`src/rtl/sched_iq_pkg.sv`:
```
package sched_iq_pkg;

  // Entries the other thread still needs to reach its reservation.
  function automatic int unsigned reserve_gap(int unsigned occ_other, int unsigned rsv);
    return (occ_other >= rsv) ? 0 : rsv - occ_other;
  endfunction

  // Admission rule: free entries must exceed the other thread's outstanding reserve.
  function automatic logic may_insert(int unsigned depth, int unsigned rsv,
                                      int unsigned occ_self, int unsigned occ_other);
    int unsigned used;
    used = occ_self + occ_other;
    if (used >= depth) return 1'b0;
    return (depth - used) > reserve_gap(occ_other, rsv);
  endfunction

endpackage

```
`src/rtl/sched_iq_entry.sv`:
```
module sched_iq_entry #(
  parameter int unsigned TAG_W = 6
) (
  input  logic             clk,
  input  logic             rst_n,
  input  logic             load,
  input  logic             clear,
  input  logic             ld_tid,
  input  logic [TAG_W-1:0] ld_dst,
  input  logic [TAG_W-1:0] ld_src0,
  input  logic             ld_rdy0,
  input  logic [TAG_W-1:0] ld_src1,
  input  logic             ld_rdy1,
  input  logic             wb_vld,
  input  logic [TAG_W-1:0] wb_tag,
  output logic             busy,
  output logic             ready,
  output logic             own_tid,
  output logic [TAG_W-1:0] own_dst
);
  logic [TAG_W-1:0] src0, src1;
  logic             rdy0, rdy1;
  logic             wake0, wake1;

  // Wakeup covers both stored flags and a broadcast arriving this cycle.
  assign wake0 = rdy0 | (wb_vld && wb_tag == src0);
  assign wake1 = rdy1 | (wb_vld && wb_tag == src1);
  assign ready = busy & wake0 & wake1;

  always_ff @(posedge clk) begin
    if (!rst_n) begin
      busy    <= 1'b0;
      rdy0    <= 1'b0;
      rdy1    <= 1'b0;
      own_tid <= 1'b0;
      own_dst <= '0;
      src0    <= '0;
      src1    <= '0;
    end else if (load) begin
      busy    <= 1'b1;
      own_tid <= ld_tid;
      own_dst <= ld_dst;
      src0    <= ld_src0;
      src1    <= ld_src1;
      rdy0    <= ld_rdy0 | (wb_vld && wb_tag == ld_src0);
      rdy1    <= ld_rdy1 | (wb_vld && wb_tag == ld_src1);
    end else if (clear) begin
      busy    <= 1'b0;
    end else begin
      rdy0    <= wake0;
      rdy1    <= wake1;
    end
  end
endmodule

```
`src/rtl/sched_iq_age.sv`:
```
module sched_iq_age #(
  parameter int unsigned DEPTH = 12
) (
  input  logic             clk,
  input  logic             rst_n,
  input  logic [DEPTH-1:0] busy,
  input  logic [DEPTH-1:0] ins_a,
  input  logic [DEPTH-1:0] ins_b,
  input  logic [DEPTH-1:0] ready,
  output logic [DEPTH-1:0] grant
);
  // elder[i][j] set: entry j was inserted before entry i.
  logic [DEPTH-1:0] elder [DEPTH];

  always_ff @(posedge clk) begin
    for (int k = 0; k < DEPTH; k++) begin
      if (!rst_n)        elder[k] <= '0;
      else if (ins_a[k]) elder[k] <= busy;
      else if (ins_b[k]) elder[k] <= busy | ins_a;
      else               elder[k] <= elder[k] & ~(ins_a | ins_b);
    end
  end

  for (genvar i = 0; i < DEPTH; i++) begin : g_pick
    assign grant[i] = ready[i] & ~(|(elder[i] & ready));
  end
endmodule

```
`src/rtl/sched_iq_quota.sv`:
```
module sched_iq_quota
  import sched_iq_pkg::*;
#(
  parameter int unsigned DEPTH = 12,
  parameter int unsigned RSV   = 2,
  localparam int unsigned CW   = $clog2(DEPTH + 1)
) (
  input  logic          clk,
  input  logic          rst_n,
  input  logic [1:0]    lane_vld,
  input  logic [1:0]    lane_tid,
  input  logic          rel_vld,
  input  logic          rel_tid,
  output logic [1:0]    lane_ack,
  output logic [1:0]    full,
  output logic [CW-1:0] occ0,
  output logic [CW-1:0] occ1
);
  int unsigned c0, c1, inc0, inc1, dec0, dec1;

  always_comb begin
    full[0] = !may_insert(DEPTH, RSV, 32'(occ0), 32'(occ1));
    full[1] = !may_insert(DEPTH, RSV, 32'(occ1), 32'(occ0));
    lane_ack[0] = lane_vld[0] && !full[lane_tid[0]];
    c0 = 32'(occ0);
    c1 = 32'(occ1);
    if (lane_ack[0]) begin
      if (lane_tid[0]) c1 = c1 + 1;
      else             c0 = c0 + 1;
    end
    lane_ack[1] = lane_vld[1] && (lane_tid[1] ? may_insert(DEPTH, RSV, c1, c0)
                                              : may_insert(DEPTH, RSV, c0, c1));
    inc0 = c0 - 32'(occ0) + ((lane_ack[1] && !lane_tid[1]) ? 1 : 0);
    inc1 = c1 - 32'(occ1) + ((lane_ack[1] &&  lane_tid[1]) ? 1 : 0);
    dec0 = (rel_vld && !rel_tid) ? 1 : 0;
    dec1 = (rel_vld &&  rel_tid) ? 1 : 0;
  end

  always_ff @(posedge clk) begin
    if (!rst_n) begin
      occ0 <= '0;
      occ1 <= '0;
    end else begin
      occ0 <= CW'(32'(occ0) + inc0 - dec0);
      occ1 <= CW'(32'(occ1) + inc1 - dec1);
    end
  end
endmodule

```
`src/rtl/sched_iq.sv`:
```
module sched_iq #(
  parameter int unsigned DEPTH = 12,
  parameter int unsigned TAG_W = 6,
  parameter int unsigned RSV   = 2
) (
  input  logic             clk,
  input  logic             rst_n,
  input  logic             in0_vld,
  input  logic             in0_tid,
  input  logic [TAG_W-1:0] in0_dst,
  input  logic [TAG_W-1:0] in0_src0,
  input  logic             in0_rdy0,
  input  logic [TAG_W-1:0] in0_src1,
  input  logic             in0_rdy1,
  input  logic             in1_vld,
  input  logic             in1_tid,
  input  logic [TAG_W-1:0] in1_dst,
  input  logic [TAG_W-1:0] in1_src0,
  input  logic             in1_rdy0,
  input  logic [TAG_W-1:0] in1_src1,
  input  logic             in1_rdy1,
  output logic [1:0]       in_ack,
  input  logic             wb_vld,
  input  logic [TAG_W-1:0] wb_tag,
  output logic             disp_vld,
  output logic             disp_tid,
  output logic [TAG_W-1:0] disp_dst,
  output logic [1:0]       full
);
  localparam int unsigned CW = $clog2(DEPTH + 1);

  // Named internal events, observed by the bound checker.
  logic [DEPTH-1:0] entry_busy, entry_ready, disp_grant;
  logic [DEPTH-1:0] slot_a, slot_b, load_a, load_b;
  logic [DEPTH-1:0] ent_tid;
  logic [TAG_W-1:0] ent_dst [DEPTH];
  logic [CW-1:0]    occ_t0, occ_t1;

  sched_iq_quota #(.DEPTH(DEPTH), .RSV(RSV)) u_quota (
    .clk      (clk),
    .rst_n    (rst_n),
    .lane_vld ({in1_vld, in0_vld}),
    .lane_tid ({in1_tid, in0_tid}),
    .rel_vld  (disp_vld),
    .rel_tid  (disp_tid),
    .lane_ack (in_ack),
    .full     (full),
    .occ0     (occ_t0),
    .occ1     (occ_t1)
  );

  // First and second free slot; lane 1 takes the first when lane 0 is idle.
  always_comb begin
    int nfree;
    nfree  = 0;
    slot_a = '0;
    slot_b = '0;
    for (int i = 0; i < DEPTH; i++) begin
      if (!entry_busy[i]) begin
        if (nfree == 0)      slot_a[i] = 1'b1;
        else if (nfree == 1) slot_b[i] = 1'b1;
        nfree = nfree + 1;
      end
    end
    load_a = in_ack[0] ? slot_a : '0;
    load_b = in_ack[1] ? (in_ack[0] ? slot_b : slot_a) : '0;
  end

  for (genvar i = 0; i < DEPTH; i++) begin : g_ent
    sched_iq_entry #(.TAG_W(TAG_W)) u_ent (
      .clk     (clk),
      .rst_n   (rst_n),
      .load    (load_a[i] | load_b[i]),
      .clear   (disp_grant[i]),
      .ld_tid  (load_a[i] ? in0_tid  : in1_tid),
      .ld_dst  (load_a[i] ? in0_dst  : in1_dst),
      .ld_src0 (load_a[i] ? in0_src0 : in1_src0),
      .ld_rdy0 (load_a[i] ? in0_rdy0 : in1_rdy0),
      .ld_src1 (load_a[i] ? in0_src1 : in1_src1),
      .ld_rdy1 (load_a[i] ? in0_rdy1 : in1_rdy1),
      .wb_vld  (wb_vld),
      .wb_tag  (wb_tag),
      .busy    (entry_busy[i]),
      .ready   (entry_ready[i]),
      .own_tid (ent_tid[i]),
      .own_dst (ent_dst[i])
    );
  end

  sched_iq_age #(.DEPTH(DEPTH)) u_age (
    .clk   (clk),
    .rst_n (rst_n),
    .busy  (entry_busy),
    .ins_a (load_a),
    .ins_b (load_b),
    .ready (entry_ready),
    .grant (disp_grant)
  );

  always_comb begin
    disp_vld = |disp_grant;
    disp_tid = 1'b0;
    disp_dst = '0;
    for (int i = 0; i < DEPTH; i++) begin
      if (disp_grant[i]) begin
        disp_tid = disp_tid | ent_tid[i];
        disp_dst = disp_dst | ent_dst[i];
      end
    end
  end
endmodule

```
`config.mk`:
```
export PLATFORM = sky130hd
export DESIGN_NAME = sched_iq
export DESIGN_NICKNAME = d
export VERILOG_FILES = /design/src/rtl/sched_iq_pkg.sv /design/src/rtl/sched_iq_entry.sv /design/src/rtl/sched_iq_age.sv /design/src/rtl/sched_iq_quota.sv /design/src/rtl/sched_iq.sv
export SDC_FILE = /design/constraint.sdc
export NUM_CORES = 1
export LEC_CHECK = 0
export BUFFER_PORTS_ARGS = -buffer_cell sky130_fd_sc_hd__buf_2
export CORE_MARGIN = 5
export CORE_UTILIZATION = 40
export CTS_CLUSTER_DIAMETER = 30
export DETAILED_ROUTE_END_ITERATION = 12
export PLACE_DENSITY_LB_ADDON = 0.3
export SKIP_LAST_GASP = 1
export SYNTH_ARGS = -nofsm -noshare
export SYNTH_HDL_FRONTEND = slang
export SYNTH_SLANG_ARGS = --single-unit
```
`constraint.sdc`:
```
create_clock -name clk -period 22.9 [get_ports clk]
set_input_delay 4.58 -clock clk [delete_from_list [all_inputs] [get_ports clk]]
set_output_delay 4.58 -clock clk [all_outputs]
set_load 0.005 [all_outputs]
```
After elaboration in Yosys (flattened, before gate mapping)
Memory sizes are Yosys's and may differ from the RTL's.
Cells that the tools add are included.
Storage, ports and cells
  bits in registers: 272
  bits in latches: 0
  RAM bits: 144
  memory bits (read-only): 0
  input bits: 53
  logic and storage cells: 915
  memories: 1
Memory list
  u_age.elder: words 12, width 12, read ports 12, clocked after memory_dff 0, write ports 12, line sched_iq_age.sv:13  | logic [DEPTH-1:0] elder [DEPTH];
Cells by class
  add/sub/neg operators: 28
  $mul: 0
  div/mod/pow operators: 0
  $lt $le $gt $ge: 11
  eq/ne operators: 71
  shift operators: 0
  multiplexer cells: 430
  bitwise logic cells: 193
  reductions and logical operators: 95
Operators by type and width (number)
  32-bit two-way mux: 18
  12-bit two-way mux: 39
  32-bit by 2-bit == test with 1-bit output, second input constant: 11
  32-bit zero test: 11
  1-bit two-way mux: 325
  32-bit by 2-bit adder with 32-bit output, second input constant: 10
  12-bit bitwise AND: 24
  6-bit == test: 48
  6-bit two-way mux: 48
  12-bit OR reduction: 13
  32-bit greater-than comparator: 4
  1-bit bitwise OR: 107
  6-bit bitwise OR: 11
  32-bit by 2-bit >= comparator with 1-bit output, second input constant: 2
  2-bit by 32-bit subtractor with 32-bit output, first input constant: 2
  1-bit logical AND: 54
  1-bit bitwise AND: 36
  32-bit adder: 1
  32-bit by 4-bit >= comparator with 1-bit output, second input constant: 1
  4-bit by 32-bit subtractor with 32-bit output, first input constant: 1
  2-bit by 1-bit != test with 1-bit output, second input constant: 12
  12-bit bitwise OR: 2
  2-bit nonzero test: 12
  4-bit adder: 4
  11 further kinds: 32

Depth between registers and ports, before layout
  depth after elaboration: 36
  depth in mapped cells: 44
  mapped depth without buffers: 43

Modules after synthesis
A second synthesis with hierarchy kept.
Second synthesis, totals
  cells, all modules: 3327
  area, all modules: 30658.2 sq um
Modules (own cells, without submodules)
  sched_iq_entry: instances 12, cells an instance 111, area an instance 1128.6 sq um
  sched_iq_age: instances 1, cells an instance 848, area an instance 8514.4 sq um
  sched_iq: instances 1, cells an instance 781, area an instance 5640.4 sq um
  sched_iq_quota: instances 1, cells an instance 366, area an instance 2960.3 sq um

Worst setup path before layout
Ideal clock, no wire load.
  path kind: input -> output
  start: in in0_tid
  end: out in_ack[1]
  arrival: 9.500 ns
  required time: 18.320 ns
  slack: 8.820 ns
  stages on the path: 23
  cell sequence: inv_1 -> a211oi_1 -> and3_1 -> clkbuf_1 -> clkbuf_1 -> nor2_1 -> a21oi_1 -> ha_1 -> a211o_1 -> or4_1 -> o41a_1 -> or2_2 -> clkbuf_1 -> ha_1 -> nand2_1 -> o21ai_0 -> a41o_1 -> o31ai_1 -> a211oi_1 -> nand4_1 -> mux2_2 -> a31o_2 -> inv_2
Between the ends
  word-level cells in the longest chain between the ends: 11
Ends and longest elaborated chain
  start: declaration: line sched_iq.sv:9  | input logic in0_tid,
  1-bit two-way mux (not written as such) (2 in series): line sched_iq_quota.sv:24  | lane_ack[0] = lane_vld[0] && !full[lane_tid[0]];
  1-bit zero test: line sched_iq_quota.sv:24
  1-bit logical AND: line sched_iq_quota.sv:24
  32-bit two-way mux: line sched_iq_quota.sv:27  | if (lane_ack[0]) begin
  32-bit adder (tied with other cells): line sched_iq_pkg.sv:12  | used = occ_self + occ_other;
  4-bit by 32-bit subtractor with 32-bit output (tied with other cells): line sched_iq_pkg.sv:14  | return (depth - used) > reserve_gap(occ_other, rsv);
  32-bit greater-than comparator / 1-bit two-way mux (equally long branches): line sched_iq_pkg.sv:14, sched_iq_pkg.sv:13
  1-bit two-way mux: line sched_iq_pkg.sv:14
  1-bit two-way mux (*): line sched_iq_quota.sv:31  | lane_ack[1] = lane_vld[1] && (lane_tid[1] ? may_insert(DEPTH, RSV, c1, c0)
  1-bit logical AND (*): line sched_iq_quota.sv:31
  end: declaration: line sched_iq.sv:22  | output logic [1:0] in_ack,
Mark *: on every way between the ends. The rest lies on a longest branch, timed or not. The select of a mux whose other input is x is not followed.

Worst setup path after layout
Same ends and word-level chain as after synthesis.

==> qor.txt <==
Fin Setup TNS: 0 ps
commonest non-fill, non-tap cell in the layout: nor2_1
Post-synth EDFFs: 144
R2R depth: 39
slew margin rel.: 21.63%
crit path capture type: output pin
fin crit period: 15330 ps
Core Region: 72710 sq um
die height: 280.5 um
Port Buffers: 64
Synth async-reset ratio: 0%
worst skew pair latency: 650 ps
CTS resizes: 0
Crit path depth: 22
total CTS buffers: 103
number of synthesized register bits: 416
post-synth cell types: 95
Setup crit start kind: primary input
Die W: 280.5 um
total gr overflow: 0
Cell Rows: 99
synth warn: 0
largest cells by area after synthesis: dfxtp_1 19%, edfxtp_1 15%, mux2i_1 6.3%, xnor2_1 6.0%, a21oi_1 5.3%
gp weighted congestion: 0.9030
hold path depth: 2
Final Hold Vio Count: 0
ratio of cells with drive above 1 in the final layout: 11.13%
Worst Max-Slew Pin Slew: 1172 ps
Worst Path Max Fanout: 22
most frequent cells in the layout: 345 x nor2_1, 307 x a21oi_1, 272 x dfxtp_1, 238 x nand2_1, 201 x xnor2_1
initial antenna violation count: 4
Antenna Violating Nets Remaining: 0
Setup Viol. Count Final: 0
Mapped Area: 29260 sq um
CP arrival: 10750 ps
WP buf/inv: 4
Seq/Total Area, Yosys: 33.38%
H-tree Lvls: 3
f_max: 0.06525 GHz
Setup CP Type: primary input to output pin
Reg area: 9769 sq um
vias in the first global route: 27100
biggest area consumer among synthesized cells: dfxtp_1
# DRC: 0
Routed WL per cell: 25.73 um
# Post-CTS Setup Buffers: 0
CP Cell Sequence: buf_2 > inv_1 > a211oi_1 > and3_1 > nor2_1 > a21oi_1 > ha_1 > a211o_1 > or4_1 > o41a_1 > or2_2 > ha_1 > nand2_1 > o21ai_0 > a41o_1 > o31ai_1 > a211oi_1 > nand4_1 > mux2_2 > a31o_2 > inv_2 > buf_2
WL final: 117700 um
DP HPWL: 72350 um
clk buf depth: 3
Post-Synthesis Cells: 3485
CTS hold repair buffers: 0
initial DRC count: 3970
first-pass GRT wire length: 173100 um
CP max stage cell: and3_1
fillers: 6955
Worst EP required: 18320 ps
Via density: 6.234
RSZ-0062 raised after global routing: no
area delta synth->final: 17.55%
CTS clock-pin slew for the worst setup and hold paths: 50 ps
drt pass-1 iters: 9
worst hold path class: flip-flop to flip-flop
I/O pins: 65
CTS Root Cell: clkbuf_16
Final Core Density: 47.31%
clk sinks: 416
Die Area: 78670 sq um
Main synth FF type: dfxtp_1
final period utilization: 66.92%
CP max stage delay: 730 ps
clk_skew: 25.48 ps
Final nets: 3675
total of max-cap violations: 0
CP top delay family: compound AO/OA/AOI/OAI gates
Total GRT Usage: 28.52%
via count: 28510
Synth Area per Inst: 8.397 sq um
Max Slew Vio Count: 0
outcome: complete, no violations
effective utilization at floorplan: 40.25%
CTS tree: yes
area of the multi-input gates: 18450 sq um
largest net degree at the start of global routing: 88
post-synth top area share: 18.61%
==> layer usage <==
layer	wire [um]	vias up	track usage (%)
met1	46620	13630	37.88
met3	13310	438	5.750
li1	-	12640	-
met5	23	-	0
met4	7084	4	15.07
met2	50630	1806	43.91
==> sequential cells by signal, indices dropped and copies added (netlist names), 12 cells and up <==
register             cells
g_ent.u_ent.src0        72
u_age.elder            144
g_ent.u_ent.src1        72
g_ent.u_ent.rdy0        12
g_ent.u_ent.own_tid     12
g_ent.u_ent.busy        12
g_ent.u_ent.rdy1        12
g_ent.u_ent.own_dst     72
==> Yosys cell counts, drive strengths merged (7+ instances only) <==
cell type	count
dfxtp	272
a21oi	311
buf	78
o22ai	23
xnor2	205
o31ai	12
nor2b	27
o21ai	121
nand2	238
a222oi	11
nor4	44
and2	20
mux2i	185
o21bai	16
nand2b	27
a211o	7
or3	13
a31oi	26
a22oi	68
clkbuf	277
a311oi	16
ha	85
a22o	43
a21o	24
edfxtp	144
nor3b	11
and3	38
nor3	62
nor2	356
a32oi	12
o21a	14
nand4	48
a221oi	58
nand3	98
fa	12
a211oi	152
or2	16
xor2	119
inv	85
a41o	10
==> cell type report <==
cell class              instances  area share, %
multi-input cells            2772          53.64
flip-flops and latches        416          28.40
clock buffers                 137          8.635
well taps                     959          3.488
repair buffers                144          2.684
clock inverters                55          2.153
inverters                      88         0.9821
diodes                          2        0.01455
==> stage by stage <==
stage / area (sq um) / hold slack [ps] / setup WS, ps / instances
global route: 34400 / 465.7 / 7194 / 4573
global placement: 30680 / 437.8 / 7771 / 4379
finish: 34400 / 450.0 / 7575 / 4573
detailed placement: 30680 / 447.0 / 7652 / 4379
floorplan: 29810 / 431.6 / 8820 / 3631
CTS: 34390 / 453.1 / 7640 / 4571
==> cell families after synthesis <==
family	count (synthesis)	share of synthesized area, %
AND/OR/NAND/NOR	1025	16.59
AO/OA/AOI/OAI	982	22.61
buffers and inverters	443	5.956
flip-flops	416	33.38
XOR/XNOR	330	10.43
multiplexers	191	6.559
adder cells (fa/ha/maj)	97	4.455
other	1	0.01281
==> path summary, 6_finish.rpt <==
| path | slack, ps | to | from |
|---|---|---|---|
| max reg2reg | 11650 | u_quota.occ1[3]$_SDFF_PN0_ | u_quota.occ1[0]$_SDFF_PN0_ |
| min reg2reg | 450 | g_ent[4].u_ent.own_dst[3]$_SDFFE_PN0P_ | g_ent[4].u_ent.own_dst[3]$_SDFFE_PN0P_ |
| min | 450 | g_ent[4].u_ent.own_dst[3]$_SDFFE_PN0P_ | g_ent[4].u_ent.own_dst[3]$_SDFFE_PN0P_ |
| max | 7570 | in_ack[1] | in0_tid |
==> tightest hold or removal path, stage by stage (launching register included) <==
cell and delay (ps):
dfxtp_1 300, nand2_1 50, a21oi_1 50
Power is not shown: default switching activity piles up to over one toggle a cycle in this logic, so the estimate is an artifact.
